[config.mk]
export PLATFORM = sky130hd
export DESIGN_NAME = prio_irq_ctrl
export DESIGN_NICKNAME = d
export VERILOG_FILES = /design/src/rtl/prio_irq_pkg.sv /design/src/rtl/irq_ext_detect.sv /design/src/rtl/irq_arbiter.sv /design/src/rtl/irq_active_stack.sv /design/src/rtl/prio_irq_ctrl.sv
export SDC_FILE = /design/constraint.sdc
export NUM_CORES = 1
export LEC_CHECK = 0
export BUFFER_PORTS_ARGS = -buffer_cell sky130_fd_sc_hd__buf_2
export CORE_ASPECT_RATIO = 1.25
export CORE_MARGIN = 2
export CORE_UTILIZATION = 37
export CTS_BUF_LIST = sky130_fd_sc_hd__clkbuf_8
export DETAILED_ROUTE_END_ITERATION = 7
export GPL_TIMING_DRIVEN = 1
export PLACE_DENSITY = 0.67
export SLEW_MARGIN = 20
export SYNTH_ARGS = -nofsm -noshare
export SYNTH_HDL_FRONTEND = slang
export SYNTH_SLANG_ARGS = --single-unit
[constraint.sdc]
create_clock -name clk -period 24 [get_ports clk]
set_clock_uncertainty 0.2 [all_clocks]
set_input_delay 4.8 -clock clk [delete_from_list [all_inputs] [get_ports clk]]
set_output_delay 4.8 -clock clk [all_outputs]
set_load 0.02 [all_outputs]
[src/rtl/prio_irq_pkg.sv]
package prio_irq_pkg;

    localparam int NUM_SRC = 15;
    localparam int NUM_EXT = 2;
    localparam int NUM_LVL = 4;
    localparam int IDX_W   = $clog2(NUM_SRC);
    localparam int LVL_W   = $clog2(NUM_LVL);
    localparam int INT_SRC = NUM_SRC - NUM_EXT;

    typedef logic [IDX_W-1:0]   src_idx_t;
    typedef logic [LVL_W-1:0]   lvl_t;
    typedef logic [NUM_LVL-1:0] lvl_mask_t;

    // Result of arbitration over all candidates
    typedef struct packed {
        logic     valid;
        src_idx_t idx;
        lvl_t     lvl;
    } grant_t;

    // Innermost level currently being serviced
    typedef struct packed {
        logic any;
        lvl_t lvl;
    } top_t;

    function automatic top_t find_top(lvl_mask_t m);
        top_t t;
        t = '0;
        for (int l = 0; l < NUM_LVL; l++) begin
            if (m[l]) begin
                t.any = 1'b1;
                t.lvl = lvl_t'(l);
            end
        end
        return t;
    endfunction

endpackage

[src/rtl/irq_ext_detect.sv]
module irq_ext_detect
    import prio_irq_pkg::*;
(
    input  logic clk,
    input  logic rst,
    input  logic pin_n,
    input  logic edge_mode,
    input  logic clr,
    output logic pending
);

    logic pin_q;
    logic flag;
    logic fall;

    assign fall = pin_q & ~pin_n;

    always_ff @(posedge clk) begin
        if (rst) begin
            pin_q <= 1'b1;
            flag  <= 1'b0;
        end else begin
            pin_q <= pin_n;
            if (!edge_mode)
                flag <= 1'b0;
            else if (fall)
                flag <= 1'b1;
            else if (clr)
                flag <= 1'b0;
        end
    end

    assign pending = edge_mode ? flag : ~pin_n;

endmodule

[src/rtl/irq_arbiter.sv]
module irq_arbiter
    import prio_irq_pkg::*;
#(
    parameter int N = NUM_SRC
) (
    input  logic [N-1:0] cand,
    input  logic [N-1:0] p_lo,
    input  logic [N-1:0] p_hi,
    output grant_t       best
);

    always_comb begin
        best = '0;
        // Scan downward so that on equal levels the lower index replaces
        for (int i = N - 1; i >= 0; i--) begin
            if (cand[i] && (!best.valid || lvl_t'({p_hi[i], p_lo[i]}) >= best.lvl)) begin
                best.valid = 1'b1;
                best.idx   = src_idx_t'(i);
                best.lvl   = lvl_t'({p_hi[i], p_lo[i]});
            end
        end
    end

endmodule

[src/rtl/irq_active_stack.sv]
module irq_active_stack
    import prio_irq_pkg::*;
(
    input  logic      clk,
    input  logic      rst,
    input  logic      push,
    input  lvl_t      push_lvl,
    input  logic      pop,
    output lvl_mask_t act,
    output top_t      top
);

    lvl_mask_t nxt;

    assign top = find_top(act);

    always_comb begin
        nxt = act;
        if (pop && top.any)
            nxt[top.lvl] = 1'b0;
        if (push)
            nxt[push_lvl] = 1'b1;
    end

    always_ff @(posedge clk) begin
        if (rst)
            act <= '0;
        else
            act <= nxt;
    end

endmodule

[src/rtl/prio_irq_ctrl.sv]
module prio_irq_ctrl
    import prio_irq_pkg::*;
(
    input  logic                 clk,
    input  logic                 rst,
    input  logic [INT_SRC-1:0]   src_req,
    input  logic [NUM_EXT-1:0]   ext_pin,
    input  logic [NUM_EXT-1:0]   ext_edge_mode,
    input  logic [NUM_SRC-1:0]   src_en,
    input  logic                 glob_en,
    input  logic [NUM_SRC-1:0]   prio_lo,
    input  logic [NUM_SRC-1:0]   prio_hi,
    input  logic                 boundary,
    input  logic                 ack,
    input  logic                 reti,
    input  logic                 sleep,
    output logic                 irq_out,
    output logic [IDX_W-1:0]     irq_idx,
    output logic [LVL_W-1:0]     irq_lvl,
    output logic [NUM_LVL-1:0]   active_lvls,
    output logic                 wake
);

    logic [NUM_EXT-1:0] ext_pend;
    logic [NUM_SRC-1:0] all_req;
    logic [NUM_SRC-1:0] cand;
    logic               accept;
    grant_t             grant;
    top_t               top;
    logic               eligible;

    assign accept = ack & irq_out;

    for (genvar e = 0; e < NUM_EXT; e++) begin : g_ext
        irq_ext_detect u_det (
            .clk       (clk),
            .rst       (rst),
            .pin_n     (ext_pin[e]),
            .edge_mode (ext_edge_mode[e]),
            .clr       (accept && (irq_idx == src_idx_t'(e))),
            .pending   (ext_pend[e])
        );
    end

    assign all_req = {src_req, ext_pend};
    assign cand    = all_req & src_en & {NUM_SRC{glob_en}};

    irq_arbiter #(.N(NUM_SRC)) u_arb (
        .cand (cand),
        .p_lo (prio_lo),
        .p_hi (prio_hi),
        .best (grant)
    );

    irq_active_stack u_stack (
        .clk      (clk),
        .rst      (rst),
        .push     (accept),
        .push_lvl (irq_lvl),
        .pop      (reti),
        .act      (active_lvls),
        .top      (top)
    );

    assign eligible = grant.valid && (!top.any || (grant.lvl > top.lvl));

    always_ff @(posedge clk) begin
        if (rst) begin
            irq_out <= 1'b0;
            irq_idx <= '0;
            irq_lvl <= '0;
        end else if (ack) begin
            irq_out <= 1'b0;
        end else if (boundary) begin
            irq_out <= eligible;
            irq_idx <= grant.idx;
            irq_lvl <= grant.lvl;
        end
    end

    assign wake = sleep & |(ext_pend & src_en[NUM_EXT-1:0]);

endmodule

Yosys cells after proc, flatten, opt, wreduce, memory -nomap -nowiden --
Index checks and enable logic that the tools add are counted.
Operators by class: bitwise operators 15, equality and inequality tests 1, reduce and logical (&&, ||, !) cells 58, $lt $le $gt $ge 19, mux-type cells 31
Operators by type and width (number):
- 2-to-1 mux 7 bit | 15
- bitwise AND 15 bit | 2
- >= comparator 2 bit | 14
- logical AND 1 bit | 20
- logical NOT 1 bit | 15
- logical OR 1 bit | 15
- 2-to-1 mux 3 bit | 4
- 2-to-1 mux 1 bit | 8
- 2-to-1 mux 4 bit | 2
- OR reduction 2 bit | 4
- less-than comparator 2 x 3 -> 1 bit, second input constant | 2
- inverter 1 bit | 5
- bitwise AND 1 bit | 4
- bitwise AND 4 bit | 1
- demux 1 bit (select 2 bit) | 2
- == test 4 x 1 -> 1 bit, second input constant | 1
- >= comparator 2 x 1 -> 1 bit, second input constant | 2
- logical NOT 4 bit | 1
- inverter 4 bit | 1
- OR 4 bit | 1
- nonzero test 2 bit | 2
- bitwise AND 2 bit | 1
- greater-than comparator 2 bit | 1
- AND reduction 2 bit | 1
Storage, ports and cells: word-level logic and storage cells 132, input port bits 69, flip-flop bits (word level) 15, output and inout bits 12

Longest topological paths before layout --
Gate-level depths: netlist of run 1.
word-level depth 64, gate-level depth with buffers 91, depth with buffers taken out 90

Cells and area by module --
From an unflattened synthesis of run 1, not the netlist that was laid out.
Unflattened totals: cell total of the unflattened synthesis 314, area total of the unflattened synthesis 2424.8 µm²
By module, submodules not included:
- irq_arbiter | sequential area each 0.0 µm², times used 1, cells each 221, area each 1601.5 µm²
- prio_irq_ctrl | sequential area each 140.1 µm², times used 1, cells each 55, area each 452.9 µm²
- irq_ext_detect | sequential area each 40.0 µm², times used 2, cells each 9, area each 95.1 µm²
- irq_active_stack | sequential area each 80.1 µm², times used 1, cells each 20, area each 180.2 µm²

Least setup slack after synthesis of run 1 --
OpenSTA, ideal clock, no wires.
kind input -> register, start input glob_en, end register irq_out, required time 23.714 ns, stages on the path 82, path buffers 2, setup time 0.086 ns, arrival 21.862 ns, slack 1.852 ns, cell sequence clkbuf_1 > clkbuf_1 > nand4_1 > ha_1 > nor2_1 > o311a_2 > a2bb2oi_1 > nand2b_1 > ha_1 > a221oi_1 > nor3_1 > a211oi_1 > ha_1 > or2b_1 > a211oi_1 > nor3_4 > a2111oi_4 > a21oi_1 > [46 not listed] > o311ai_1 > mux2_2 > ha_1 > o22ai_1 > a211oi_2 > mux2i_1 > o31ai_1 > ha_1 > nand2b_1 > a21oi_1 > nand2_1 > nand2_1 > nor2_1 > a21oi_1 > ha_1 > a21oi_1 > o221ai_1 > a211oi_1
RTL lines:
- start: declaration | line prio_irq_ctrl.sv:10 | input logic glob_en,
- end signal: assignment | line prio_irq_ctrl.sv:75 | irq_out <= eligible;
- end: declaration | line prio_irq_ctrl.sv:17 | output logic irq_out,

==> out/qor.yml, run 1 <==
place_area_mm2: 0.00281
p_comb_frac: 0.528
cap_violations: 0
clockRootBuffer: "clkbuf_8"
num_vias: 2594
r2r_cells: 17
grt_pass1_wl_um: 10500
synth_seq_cells: 15
clockBufferDepth: 2
clock-sinks: 15
relSlewSlack: 0.523
worst_slew_pin_slew_ns: 0.705
pwr-share-clk: 0.200
async_reset_ff_frac: 0
dpl_worst_slack_ns: 0.689
min_from: "irq_idx[3]"
drv_slew: 0
cts_hold_buf: 0
endpoint_kind: "flip-flop"
grt_pass1_vias: 2413
crit_path_start_kind: "primary input"
p_seq_frac: 0.272
syn_to_final_growth_pct: 26.0
layout_commonest_cell: "buf_2"
worst_slack_ns: 1.46
cp.arrival_ns: 22.50
critPathSlowestCell: "or4b_2"
antenna_cells: 0
slowest_delay_ns: 0.66
critPathMostFrequentCell: "ha_1"
switching_share: 0.383
rr_startpoint: "g_ext[1].u_det.flag"
grt_start_max_net_pins: 21
cts-buffers-inserted: 3
yosysUniqueCellTypes: 78
min_path_type: "reg2reg"
clk_latency_ns: 0.24
yosys_warnings: 0
clock.fmax_ghz: 0.0444
rows: 32
core_mm2: 0.00609
netlist_instances: 303
cp_num_buf_inv: 3
fin_crit_ns: 22.54
avgSynthCellArea_um2: 7.61
syn-num-nets: 394
critPathKind: "in2reg"
crit_cells: 83
tritoncts: "done"
crit_end: "irq_out"
cp_max_fo: 20
synth_edf_count: 0
firstDrtPassIters: 5
final_cell_mix: "buf_2 (80), nand2_1 (36), inv_1 (28)"
path_delay_family: "compound AO/OA/AOI/OAI gates"
rsz0062_at_grt: "false"
layout.nets: 481
leakage_nw: 1.36
finalSetupViolCount: 0
route.detailed.drc: 0
grt_overflow_total: 0
dieHeight_um: 92.2
drtAntennaViolNets: 0
regArea_um2: 300
initial_core_util: 0.379
fillers: 655
ys_seq_area_frac: 0.130
period_share: 0.939
ys.flop_type: "dfxtp_1"
r2r-end: "irq_out"
fp.dieArea_mm2: 0.00688
fin_setup_tns_ns: 0
hold_violations: 0
chipWidth_um: 74.6
clkTransAtPathRegs_ns: 0.06
synth_area_mm2: 0.00230
antenna_found_initial: 0
worstPathRequired_ns: 23.96
crit_start: "glob_en"
r2r_slack_ns: 20.48
drive_gt1_frac: 0.347
routed_via_density: 5.47
routed_wl_um: 6350
htree_levels: 1
fin_area_mm2: 0.00290
drt_iter0_markers: 91
grt_usage: 0.185
internal-power_mw: 0.0615
powerDensity_mw_per_mm2: 34.3
ios: 81
switching_power_mw: 0.0382
multiInputGateArea_mm2: 0.00191
wl_per_cell_um: 13.4
gp_congestion: 0.874
hpwlAfterDp_um: 5390
vdd_drop_max_mv: 0.0168
status: "finished, final reports clean"
io_buffers: 80
synthesized netlist by cell type, types with 2 or more instances:
cell / n / area, um2
a21o_2: 3 / 26.3
a31oi_1: 2 / 12.5
nand3_1: 13 / 65.1
a22oi_1: 3 / 22.5
or2_2: 5 / 31.3
maj3_1: 2 / 20.0
a31o_2: 3 / 26.3
o221ai_1: 2 / 17.5
nor3_1: 8 / 40.0
or3_1: 3 / 18.8
a21o_1: 3 / 22.5
nor2b_1: 2 / 12.5
nor3b_1: 4 / 30.0
o22ai_1: 3 / 18.8
a22o_1: 2 / 17.5
clkbuf_1: 3 / 11.3
a211oi_1: 5 / 37.5
nor2_1: 13 / 48.8
mux2_2: 3 / 33.8
dfxtp_1: 15 / 300
a21boi_0: 2 / 15.0
o21ai_0: 10 / 50.1
nand2_1: 36 / 135
mux2_4: 2 / 30.0
a222oi_1: 3 / 30.0
a21oi_1: 21 / 105
nand3b_1: 2 / 15.0
o31ai_1: 2 / 15.0
and2_1: 2 / 12.5
and3_1: 7 / 43.8
inv_1: 27 / 101
a211oi_2: 2 / 25.0
nand4_1: 6 / 37.5
a221oi_1: 2 / 17.5
nor4_1: 3 / 18.8
nand2b_1: 12 / 75.1
mux2i_1: 3 / 30.0
a2bb2oi_1: 3 / 26.3
ha_1: 22 / 275
metrics by stage:
stage / cells / power (mW) / utilization / hold slack [ns]
after detailed placement: 467 / 0.0793 / 0.462 / 0.261
final: 474 / 0.0997 / 0.477 / 0.271
after CTS: 471 / 0.0990 / 0.469 / 0.272
after global routing: 474 / 0.109 / 0.477 / 0.301
after floorplan: 303 / 0.0625 / - / 0.298
after global placement: 467 / 0.0779 / 0.462 / 0.251
metal layers:
layer  part of all wire  up-vias  GRT usage
li1                   -     1327          -
met1               0.42     1200      0.223
met2               0.54       61      0.348
met3              0.035        6     0.0143
met4             0.0085        0     0.0372
met5                  0        -          0
logic make-up after synthesis:
group / after synthesis / share of synthesized area
compound gates: 96 / 0.341
flops: 15 / 0.130
fa+ha+maj: 24 / 0.128
buf+inv: 31 / 0.0548
mux: 8 / 0.0407
simple gates: 129 / 0.305
registers in the layout, indices dropped and copies added (netlist names):
register	cells
irq_idx	4
g_ext.u_det.flag	2
u_stack.act	4
irq_lvl	2
irq_out	1
g_ext.u_det.pin_q	2
power by group through the flow:
| stage | Clock (mW) | Sequential, mW | Combinational, mW |
|---|---|---|---|
| after floorplan | 0 | 0.0283 | 0.0342 |
| after global placement | 0 | 0.0276 | 0.0503 |
| after detailed placement | 0 | 0.0276 | 0.0517 |
| after CTS | 0.0201 | 0.0271 | 0.0519 |
| after global routing | 0.0218 | 0.0272 | 0.0597 |
| final | 0.0200 | 0.0271 | 0.0526 |
worst reg2reg max path, cell delays in order, from the launching register on:
cell and delay, ns:
dfxtp_1 0.32, nand2_1 0.04, o21ai_0 0.17, nand2_1 0.20, a211oi_2 0.28, mux2i_1 0.29
o31ai_1 0.14, ha_1 0.28, nand2b_1 0.14, a21oi_1 0.14, nand2_1 0.06, nand2_1 0.17
nor2_1 0.06, a21oi_1 0.18, ha_1 0.28, a21oi_1 0.15, o221ai_1 0.13, a211oi_1 0.23
final cells by class:
| type | instances | area share |
|---|---|---|
| well taps | 85 | 0.0366 |
| clock buffers | 3 | 0.0142 |
| flip-flops and latches | 15 | 0.103 |
| inverters | 27 | 0.0349 |
| multi-input cells | 257 | 0.656 |
| clock inverters | 1 | 0.00129 |
| repair buffers | 86 | 0.153 |
how the worst min path moves through the flow:
| stage | to | slack (ns) | cells after the start |
|---|---|---|---|
| global placement | irq_idx[1] | 0.25 | 2 |
| finish | irq_idx[3] | 0.27 | 2 |
| detailed placement | irq_idx[3] | 0.26 | 2 |
| CTS | irq_idx[3] | 0.27 | 2 |
| global route | irq_idx[1] | 0.30 | 2 |
| floorplan | g_ext[1].u_det.flag | 0.30 | 2 |
repair_timing:
item | CTS | global route
gates resized for setup | 0 | 6
endpoints found under the hold margin | 0 | 0
setup buffers | 0 | 2
setup endpoints to repair | 0 | 6
(Power assumes the default switching activity.)
==> run 2: changes to the inputs <==
--- a/config.mk
+++ b/config.mk
@@ -14,3 +14,3 @@
 export GPL_TIMING_DRIVEN = 1
-export PLACE_DENSITY = 0.67
+export PLACE_DENSITY = 0.69
 export SLEW_MARGIN = 20
==> constraint.sdc (replaced) <==
create_clock -name clk -period 24 [get_ports clk]
set_clock_uncertainty 0.2 [all_clocks]
set_input_delay 0 -clock clk [delete_from_list [all_inputs] [get_ports clk]]
set_output_delay 0 -clock clk [all_outputs]
set_load 0.02 [all_outputs]
==> run 2 against run 1 <==
Effect of this change:
- fmax up 14%
- sequential share of layout area down 0.25 points
- via count up 1.6%
- sequential power about the same
- total power up 2.0%
- routed wire length up 2.0%
- clock-buffer cell count unchanged
- global-route usage about the same
- first-iteration DRC count down 5.5%
- combinational power about the same
- setup slack better by 2.7 ns
- register-to-register slack worse by 0.70 ns
- largest cell class unchanged
- largest power group unchanged
- highest routed layer unchanged
==> out/qor.yml, run 2 (synthesized netlist as in run 1, its figures left out) <==
status: "finished, final reports clean"
critPathKind: "in2reg"
grt_pass1_wl_um: 10500
fin_setup_tns_ns: 0
fin_crit_ns: 19.81
ios: 81
clock-sinks: 15
htree_levels: 1
fillers: 624
clock.fmax_ghz: 0.0505
leakage_nw: 1.39
clockRootBuffer: "clkbuf_8"
drive_gt1_frac: 0.315
switching_share: 0.387
powerDensity_mw_per_mm2: 34.2
layout.nets: 489
tritoncts: "done"
hold_violations: 0
regArea_um2: 300
cts-buffers-inserted: 3
initial_core_util: 0.379
grt_overflow_total: 0
clk_latency_ns: 0.26
min_path_type: "in2reg"
dpl_worst_slack_ns: 4.53
slowest_delay_ns: 0.66
antenna_cells: 0
internal-power_mw: 0.0623
worst_slack_ns: 4.19
drtAntennaViolNets: 0
cts_resized: 0
core_mm2: 0.00609
num_vias: 2636
largest_registers: "irq_idx (4), u_stack.act (4)"
chipWidth_um: 74.6
worstPathRequired_ns: 24.00
layout_commonest_cell: "buf_2"
p_seq_frac: 0.266
crit_path_start_kind: "primary input"
finalPower_mw: 0.102
final_cell_mix: "buf_2 (80), nand2_1 (36), inv_1 (27)"
endpoint_kind: "flip-flop"
gp_congestion: 0.845
fp.dieArea_mm2: 0.00688
grt_start_max_net_pins: 21
firstDrtPassIters: 5
hpwlAfterDp_um: 5450
relSlewSlack: 0.279
finalSetupViolCount: 0
fin_util: 0.489
switching_power_mw: 0.0394
p_comb_frac: 0.520
cp.arrival_ns: 19.81
wl_per_cell_um: 13.4
routed_via_density: 5.47
clockBufferDepth: 2
grt_usage: 0.185
critPathMostFrequentCell: "ha_1"
cap_violations: 0
route.detailed.drc: 0
multiInputGateArea_mm2: 0.00188
rsz0062_at_grt: "false"
syn_to_final_growth_pct: 29.1
dieHeight_um: 92.2
vdd_drop_max_mv: 0.0168
drv_slew: 0
clkTransAtPathRegs_ns: 0.06
worst_slew_pin_slew_ns: 1.08
period_share: 0.825
io_buffers: 80
pwr-share-clk: 0.214
antenna_found_initial: 0
grt_pass1_vias: 2546
drt_iter0_markers: 86
critPathSlowestCell: "or4b_2"
routed_wl_um: 6470
cp_max_fo: 20
rows: 32
whs_ns: 0.0173
==> run 2: cell types whose count changed in the layout (fill, tap and decap cells not counted), sizes merged <==
cell | previous run | this run
buf | 85 | 80
clkbuf | 4 | 3
clkinvlp | 0 | 1
inv | 28 | 27
dlygate4sd3 | 0 | 14
==> run 2: area by class of cell <==
| class | count | share of cell area |
|---|---|---|
| Multi-Input combinational cell | 257 | 0.631 |
| Sequential cell | 15 | 0.101 |
| Clock buffer | 3 | 0.0139 |
| Timing Repair Buffer | 94 | 0.182 |
| Tap cell | 85 | 0.0357 |
| Clock inverter | 1 | 0.00252 |
| Inverter | 27 | 0.0341 |
==> run 2: worst max-delay path: cells and delay by family <==
family	cells	cell delay, ns
AO/OA/AOI/OAI	34	8.36
adder cells (fa/ha/maj)	16	4.26
buffers and inverters	4	1.27
multiplexers	5	1.72
AND/OR/NAND/NOR	25	4.17
==> run 2: repair_timing <==
| item | 4_1_cts | 5_1_grt |
|---|---|---|
| setup buffers | 0 | 0 |
| hold buffers | 14 | 0 |
| hold endpoints to repair | 15 | 0 |
==> run 2: power groups by stage <==
stage / sequential (mW) / clock (mW) / combinational [mW]
finish: 0.0271 / 0.0218 / 0.0528
global route: 0.0272 / 0.0233 / 0.0591
CTS: 0.0270 / 0.0222 / 0.0531
detailed placement: 0.0276 / 0 / 0.0512
global placement: 0.0276 / 0 / 0.0500
floorplan: 0.0283 / 0 / 0.0342
==> run 2: stage by stage <==
stage | cells | instance area (um2)
final | 482 | 2980
after global routing | 482 | 2980
after CTS | 482 | 2980
after detailed placement | 464 | 2790
after global placement | 464 | 2790
after floorplan | 303 | 2300
==> run 2: routing by layer <==
layer,global-route usage,vias up,part of all wire
li1,-,1341,-
met1,0.214,1203,0.42
met2,0.350,81,0.52
met3,0.00879,11,0.044
met4,0.0625,0,0.019
met5,0,-,0
==> run 2: final timing paths <==
check,startpoint,endpoint,slack [ns],cells past startpoint
max,glob_en,irq_out,4.19,84
min,prio_lo[1],irq_lvl[0],0.02,3
max reg2reg,g_ext[1].u_det.flag,irq_out,19.78,18
min reg2reg,irq_idx[1],irq_idx[1],0.28,2
